## src/rtl/shim_pkg.sv

```systemverilog
package shim_pkg;
    localparam int REG_W      = 32;
    localparam int ADDR_W     = 2;
    localparam int MAX_LINKS  = 4;
    localparam int ACT_LSB    = 8;
    localparam int ARM_LSB    = 16;
    localparam int GO_BIT     = 24;
    localparam logic [ADDR_W-1:0] ADDR_CTRL = 2'd0;
    localparam logic [ADDR_W-1:0] ADDR_SYNC = 2'd1;
endpackage

```

## src/rtl/shim_power_lane.sv

```systemverilog
module shim_power_lane (
    input  logic clk,
    input  logic rst_n,
    input  logic wr_en,
    input  logic wr_req,
    input  logic ready,
    output logic req,
    output logic active
);
    typedef struct packed {
        logic req;
        logic act;
    } lane_t;

    lane_t s_d, s_q;

    always_comb begin
        s_d = s_q;
        if (s_q.req && ready)
            s_d.act = 1'b1;
        else if (!s_q.req && !ready)
            s_d.act = 1'b0;
        if (wr_en)
            s_d.req = wr_req;
    end

    always_ff @(posedge clk or negedge rst_n) begin
        if (!rst_n) s_q <= '0;
        else        s_q <= s_d;
    end

    assign req    = s_q.req;
    assign active = s_q.act;
endmodule

```

## src/rtl/shim_frame_timer.sv

```systemverilog
module shim_frame_timer #(
    parameter int PERIOD_W = 15
) (
    input  logic                clk,
    input  logic                rst_n,
    input  logic                wr_en,
    input  logic [PERIOD_W-1:0] wr_period,
    input  logic                wr_cpu,
    output logic                wrap,
    output logic                pulse,
    output logic [PERIOD_W-1:0] period_sw,
    output logic [PERIOD_W-1:0] period_act,
    output logic                cpu_req
);
    typedef struct packed {
        logic [PERIOD_W-1:0] cnt;
        logic [PERIOD_W-1:0] per_act;
        logic [PERIOD_W-1:0] per_sw;
        logic                cpu;
        logic                pulse;
    } tmr_t;

    tmr_t s_d, s_q;
    logic at_end;

    always_comb begin
        at_end  = (s_q.cnt == s_q.per_act);
        s_d     = s_q;
        s_d.pulse = at_end;
        s_d.cnt   = at_end ? '0 : s_q.cnt + 1'b1;
        if (at_end && s_q.cpu) begin
            s_d.per_act = s_q.per_sw;
            s_d.cpu     = 1'b0;
        end
        if (wr_en) begin
            s_d.per_sw = wr_period;
            if (wr_cpu)
                s_d.cpu = 1'b1;
        end
    end

    always_ff @(posedge clk or negedge rst_n) begin
        if (!rst_n) s_q <= '0;
        else        s_q <= s_d;
    end

    assign wrap       = at_end;
    assign pulse      = s_q.pulse;
    assign period_sw  = s_q.per_sw;
    assign period_act = s_q.per_act;
    assign cpu_req    = s_q.cpu;
endmodule

```

## src/rtl/shim_bank_sync.sv

```systemverilog
module shim_bank_sync #(
    parameter int NUM_LINKS = 4
) (
    input  logic                 clk,
    input  logic                 rst_n,
    input  logic                 wr_en,
    input  logic [NUM_LINKS-1:0] wr_arm,
    input  logic                 wr_go,
    input  logic [NUM_LINKS-1:0] link_act,
    input  logic                 wrap,
    output logic [NUM_LINKS-1:0] arm,
    output logic                 go,
    output logic [NUM_LINKS-1:0] strobe
);
    typedef struct packed {
        logic [NUM_LINKS-1:0] arm;
        logic                 go;
        logic [NUM_LINKS-1:0] strobe;
    } bank_t;

    bank_t s_d, s_q;
    logic [NUM_LINKS-1:0] eligible;

    always_comb begin
        eligible   = s_q.arm & link_act;
        s_d        = s_q;
        s_d.strobe = '0;
        if (s_q.go) begin
            if (eligible == '0) begin
                s_d.go = 1'b0;
            end else if (wrap) begin
                s_d.strobe = eligible;
                s_d.arm    = '0;
                s_d.go     = 1'b0;
            end
        end
        if (wr_en) begin
            s_d.arm = wr_arm;
            if (wr_go)
                s_d.go = 1'b1;
        end
    end

    always_ff @(posedge clk or negedge rst_n) begin
        if (!rst_n) s_q <= '0;
        else        s_q <= s_d;
    end

    assign arm    = s_q.arm;
    assign go     = s_q.go;
    assign strobe = s_q.strobe;
endmodule

```

## src/rtl/link_sync_shim.sv

```systemverilog
module link_sync_shim
    import shim_pkg::*;
#(
    parameter int NUM_LINKS = 4,
    parameter int PERIOD_W  = 15
) (
    input  logic                 clk,
    input  logic                 rst_n,
    input  logic                 reg_wr,
    input  logic [ADDR_W-1:0]    reg_addr,
    input  logic [REG_W-1:0]     reg_wdata,
    output logic [REG_W-1:0]     reg_rdata,
    input  logic [NUM_LINKS-1:0] pwr_ready,
    output logic [NUM_LINKS-1:0] link_pwr_req,
    output logic                 frame_sync,
    output logic [NUM_LINKS-1:0] bank_switch
);
    localparam int CPU_BIT = PERIOD_W;

    logic                 wr_ctrl, wr_sync;
    logic [NUM_LINKS-1:0] link_act;
    logic                 wrap;
    logic [PERIOD_W-1:0]  period_sw, period_act;
    logic                 cpu_req;
    logic [NUM_LINKS-1:0] arm_flags;
    logic                 go_flag;

    assign wr_ctrl = reg_wr && (reg_addr == ADDR_CTRL);
    assign wr_sync = reg_wr && (reg_addr == ADDR_SYNC);

    for (genvar n = 0; n < NUM_LINKS; n++) begin : g_lane
        shim_power_lane u_lane (
            .clk    (clk),
            .rst_n  (rst_n),
            .wr_en  (wr_ctrl),
            .wr_req (reg_wdata[n]),
            .ready  (pwr_ready[n]),
            .req    (link_pwr_req[n]),
            .active (link_act[n])
        );
    end

    shim_frame_timer #(.PERIOD_W(PERIOD_W)) u_timer (
        .clk        (clk),
        .rst_n      (rst_n),
        .wr_en      (wr_sync),
        .wr_period  (reg_wdata[PERIOD_W-1:0]),
        .wr_cpu     (reg_wdata[CPU_BIT]),
        .wrap       (wrap),
        .pulse      (frame_sync),
        .period_sw  (period_sw),
        .period_act (period_act),
        .cpu_req    (cpu_req)
    );

    shim_bank_sync #(.NUM_LINKS(NUM_LINKS)) u_bank (
        .clk      (clk),
        .rst_n    (rst_n),
        .wr_en    (wr_sync),
        .wr_arm   (reg_wdata[ARM_LSB +: NUM_LINKS]),
        .wr_go    (reg_wdata[GO_BIT]),
        .link_act (link_act),
        .wrap     (wrap),
        .arm      (arm_flags),
        .go       (go_flag),
        .strobe   (bank_switch)
    );

    always_comb begin
        reg_rdata = '0;
        case (reg_addr)
            ADDR_CTRL: begin
                reg_rdata[NUM_LINKS-1:0]          = link_pwr_req;
                reg_rdata[ACT_LSB +: NUM_LINKS]   = link_act;
            end
            ADDR_SYNC: begin
                reg_rdata[PERIOD_W-1:0]           = period_sw;
                reg_rdata[CPU_BIT]                = cpu_req;
                reg_rdata[ARM_LSB +: NUM_LINKS]   = arm_flags;
                reg_rdata[GO_BIT]                 = go_flag;
            end
            default: reg_rdata = '0;
        endcase
    end
endmodule

```

## config.mk

```make
export PLATFORM = sky130hd
export DESIGN_NAME = link_sync_shim
export DESIGN_NICKNAME = d
export VERILOG_FILES = /design/src/rtl/shim_pkg.sv /design/src/rtl/shim_power_lane.sv /design/src/rtl/shim_frame_timer.sv /design/src/rtl/shim_bank_sync.sv /design/src/rtl/link_sync_shim.sv
export SDC_FILE = /design/constraint.sdc
export NUM_CORES = 1
export LEC_CHECK = 0
export CAP_MARGIN = 20
export CORE_ASPECT_RATIO = 0.6
export CORE_UTILIZATION = 44
export CTS_CLUSTER_SIZE = 20
export DETAILED_ROUTE_END_ITERATION = 8
export PLACE_DENSITY = 0.78
export SYNTH_ARGS = -nofsm -noshare
export SYNTH_HDL_FRONTEND = slang
export SYNTH_SLANG_ARGS = --single-unit
```

## constraint.sdc

```tcl
create_clock -name clk -period 1.8 [get_ports clk]
set_input_delay 0.18 -clock clk [delete_from_list [all_inputs] [get_ports clk]]
set_output_delay 0.18 -clock clk [all_outputs]
set_load 0.01 [all_outputs]
```

* After elaboration in Yosys (flattened, before gate mapping)
Index checks and enable logic that the tools add are counted.
Word-level totals: flip-flop bits (word level) 64
Operators by class: add/subtract/negate cells 1, equal/unequal tests 3, mux-type cells 24, bitwise operators 1, reduce and logical (&&, ||, !) cells 28
Operator list (number):
- two-way mux 9 bit | 2
- case mux 4 bit (2 select lines) | 2
- adder 15 x 1 -> 15 bit, second input constant | 1
- == test 15 bit | 1
- two-way mux 15 bit | 1
- two-way mux 1 bit | 14
- two-way mux 4 bit | 3
- nonzero test 2 bit | 6
- logical AND 1 bit | 11
- zero test 1 bit | 8
- two-way mux 8 bit | 1
- two-way mux 5 bit | 1
- bitwise AND 4 bit | 1
- zero test 4 bit | 1
- AND reduction 3 bit | 1
- == test 2 x 1 -> 1 bit, second input constant | 1
- zero test 2 bit | 1
- != test 2 x 1 -> 1 bit, second input constant | 1

* Longest topological paths before layout
word-level depth 6, depth in mapped cells 6

* Cells and area by module
From an unflattened synthesis, not the netlist that was laid out.
Unflattened totals: cells, all modules 292, area, all modules 3394.5 µm²
By module, submodules not included:
- shim_frame_timer | instances 1, cells each 193, area each 2309.7 µm², seq. area each 1176.1 µm²
- shim_power_lane | instances 4, cells each 5, area each 92.6 µm², seq. area each 50.0 µm²
- shim_bank_sync | instances 1, cells each 32, area each 365.4 µm², seq. area each 225.2 µm²
- link_sync_shim | instances 1, cells each 47, area each 349.1 µm², seq. area each 0.0 µm²

* Worst setup path before layout
No wires, ideal clock.
path kind register -> register, start register u_timer.s_q[37] (netlist name), end register u_timer.s_q (netlist bit u_timer.period_act[10]), library setup time 0.125 ns, arrival 1.779 ns, data required time 1.675 ns, slack -0.104 ns, stages on the path, launching flop included 7, clock period less this slack 1.904 ns, path through dfrtp_1 > buf_6 > xnor2_1 > nand4_2 > nor4_4 > buf_6 > mux2_2
Between the ends: cells in the longest elaborated chain, start to end 2
RTL lines:
- from (decl) | line shim_frame_timer.sv:23 | tmr_t s_d, s_q;
- from (signal assigned) | line shim_frame_timer.sv:43 | if (!rst_n) s_q <= '0;
- from (signal assigned) | line shim_frame_timer.sv:44 | else s_q <= s_d;
- == test 15 bit | line shim_frame_timer.sv:27 | at_end = (s_q.cnt == s_q.per_act);
- logical AND 1 bit | line shim_frame_timer.sv:31 | if (at_end && s_q.cpu) begin
Every way passes these cells. A chain may end at the register's enable or synchronous reset.

* Worst setup path in the final report
start register u_timer.s_q (netlist bit u_timer.period_act[1]), end register u_timer.s_q (netlist bit u_timer.period_act[6])
The elaborated chain is that of the path after synthesis.

==> flow_summary_export.csv <==
group,metric,value,unit
clock_tree,clk_latency,330,ps
critical_path,crit_slowest_cell,"dfrtp_1",
grt,grt_max_degree,65,
sta,hold_viol,0,
clock_tree,clkTransAtPathRegs,50,ps
final_layout,drive_gt1_share,28.41,%
route,drt-initial-drc-count,121,
sta,setup_viol,29,
critical_path,worst-setup-path-type,"register to register",
clock_tree,cts_sinks,64,
route,routedWlPerCell,16.70,µm
min_path,hp-class,"primary input to async pin",
die,fp.dieH,67.35,µm
sta,skew,5.412,ps
route,dr.pass1.iters,4,
logic_synthesis,syn_area_per_cell,11.95,µm²
power_and_ir_drop,p_leak,2.084,nW
clock_tree,clk_root_buffer_cell,"clkbuf_16",
logic_synthesis,synthSimpleGateAreaFrac,13.86,%
clock_tree,clockBufferDepth,2,
die,core_area,0.006763,mm²
job,drv_cap,0,
sta,period_share,107.9,%
run_status,status,"finished, violations left",
logic_synthesis,synth_edf_count,0,
logic_synthesis,synth_warnings,0,
sta,rsz0062_at_grt,"true",
logic_synthesis,synth_area_leaders,"dfrtp_1 51%, mux2_2 14%, xnor2_1 5.6%",
power_and_ir_drop,fin_total_pwr,5.705,mW
power_and_ir_drop,power_density,1283,mW/mm²
logic_synthesis,synth_top_area_share,51.14,%
critical_path,worst_ep_required_time,2010,ps
logic_synthesis,synth_mux_area_share,17.50,%
place,gp_congestion,0.8226,
final_layout,register_area,0.001602,mm²
logic_synthesis,synth.distinct_cells,31,
die,fp.dieW,110.9,µm
logic_synthesis,synth_top_family_by_area,"multiplexers",
logic_synthesis,synth_top_area_cell,"dfrtp_1",
final_layout,insertedDiodeCount,0,
grt,grt_pass1_wl,11.84,mm
critical_path,path_max_fanout,6,
logic_synthesis,synth_adder_area_share,1.998,%
critical_path,crit_chain,"xnor2_1 > nand4_1 > nor4_4 > buf_4 > clkbuf_16 > mux2_4",
final_layout,multi_input_comb_area,0.001516,mm²
critical_path,startpoint_type,"register",
critical_path,cp_num_buf_inv,2,
run_status,failed_checks,"setup timing",
die,io_pins,82,
power_and_ir_drop,ir_worst_vdd,558.9,µV
grt,overflow,0,
critical_path,critPathCaptureType,"register",
logic_synthesis,postSynthCellCount,262,
route,antenna_left,0,
critical_path,critical-path-top-delay-family,"simple AND/OR/NAND/NOR gates",
route,wirelength,7.448,mm
sta,drv_slew,0,
logic_synthesis,synth_seq_area_share,51.14,%
route,vias_per_cell,5.193,
grt,first_global_vias,2316,
final_layout,final_area,0.004448,mm²
route,via_count,2316,
die,die_area,0.007470,mm²
logic_synthesis,synth-xor-area-share,6.712,%
final_layout,nets,400,
logic_synthesis,ys_top_cells_by_count,"64 x dfrtp_1, 38 x mux2_2, 20 x xnor2_1",
logic_synthesis,synthArstFlopShare,100.0,%
sta,period_needed,1942,ps
logic_synthesis,ys_ff_latch,64,
place,place_ws,-78.69,ps
critical_path,max_stage_delay,410,ps
grt,antenna_found_initial,0,
logic_synthesis,synth_most_common_cell,"dfrtp_1",
place,port_buffers,59,
grt,grt_usage,21.13,%
logic_synthesis,netlist_area,0.003132,mm²
logic_synthesis,synth_compound_area_share,2.956,%
final_layout,fillCellCount,500,
critical_path,crit_arrival,2150,ps
sta,max_freq,515.0,MHz
place,dp_hpwl,4.800,mm
clock_tree,cts_made_buffers,9,
clock_tree,ctsHtreeMaxLevel,3,
final_layout,area_growth_syn_to_layout,42.03,%
die,fp-row-count,23,
route,drc,0,
sta,setup_ws,-141.8,ps
place,placed_cell_area,0.003929,mm²
clock_tree,cts_tree,"built",
die,initial_core_util,46.31,%
logic_synthesis,yosys_most_used_dff,"dfrtp_1",
## power breakdown
part	switching, mW	internal (mW)	total, mW
clock network	0.583	0.958	1.54
registers	0.371	1.82	2.19
logic	0.835	1.14	1.97
total	1.79	3.92	5.71
## kinds of logic after synthesis
family                   Yosys count
other                              1
flip-flops                        64
AND/OR/NAND/NOR                   73
multiplexers                      50
XOR/XNOR                          24
buffers and inverters             28
AO/OA/AOI/OAI                     17
adder cells (fa/ha/maj)            5
## state kept, by name, summed over array words and instances, names as in the netlist
| signal | count |
|---|---|
| g_lane.u_lane.active | 4 |
| g_lane.u_lane.req | 4 |
| u_bank.arm | 4 |
| u_bank.go | 1 |
| u_bank.strobe | 4 |
| u_timer.cpu_req | 1 |
| u_timer.period_act | 15 |
| u_timer.period_sw | 15 |
| u_timer.pulse | 1 |
| u_timer.s_q | 15 |
## layout by cell type, fill, tap and decap left out, types with 6 or more instances in the layout
cell type        Yosys  final
mux2_4               0     15
nand2_1              6      6
clkbuf_16            0     10
dfrtp_1             64     64
buf_4               15     26
xnor2_1             20     14
nor2_1              19     18
nand3_1              7      7
clkdlybuf4s50_1      0     40
mux2_2              38     23
and2_1              14     14
nand4_1              6      6
mux2i_1             12     12
xnor2_2              0      6
a21oi_1              8      6
conb_1               1     11
dlygate4sd2_1        0     13
## metrics by stage
| stage | hold WS [ps] | TNS, ps | util [%] | cells |
|---|---|---|---|---|
| after floorplan | -115.6 | -408.5 | - | 272 |
| after global placement | 218.2 | -945.7 | 58.09 | 419 |
| after detailed placement | 216.1 | -1741 | 58.09 | 419 |
| after CTS | 409.7 | -410.0 | 63.11 | 438 |
| after global routing | 429.2 | -5618 | 65.77 | 446 |
| final | 400.5 | -2255 | 65.77 | 446 |
## path summary, 6_finish.rpt
kind                                       start                      to  slack (ps)  depth (start not counted)
setup / recovery           u_timer.period_act[1]   u_timer.period_act[6]        -140                          6
hold / removal                             rst_n  u_timer.period_act[14]         400                          3
setup reg to reg           u_timer.period_act[1]   u_timer.period_act[6]        -140                          6
hold reg to reg            u_timer.period_act[4]   u_timer.period_act[4]         530                          1
max in group asynchronous                  rst_n           u_timer.pulse        1130                          3
min in group clk                   reg_wdata[15]         u_timer.cpu_req         420                          3
## worst min-delay path: stages
cell           delay [ps]
dlygate4sd3_1         510
buf_2                 120
buf_12                300
## layer usage
layer,up-vias,GRT usage (%),share of wire (%),wire length [µm]
li1,1066,-,-,-
met1,1155,27.76,47,3475
met3,11,6.643,6.9,516
met4,0,6.500,1.4,104
met5,-,0,0,0
met2,84,34.01,45,3352
## timing repair
item / CTS / global route
hold buffers: 1 / 0
gates cloned: 0 / 4
buffers inserted: 2 / 4
resized for setup: 24 / 34
hold endpoints to repair: 64 / 0
endpoints found under the setup margin: 36 / 31
pin swaps: 2 / 3
## layout make-up
cell class / count / share of cell area, %
sequential: 64 / 36.01
multi-input combinational: 180 / 34.09
timing repair buffer: 96 / 21.21
clock buffer: 12 / 5.541
tap: 87 / 2.447
clock inverter: 4 / 0.4501
inverter: 3 / 0.2532
Note: power is estimated with default switching activity, not from simulation.
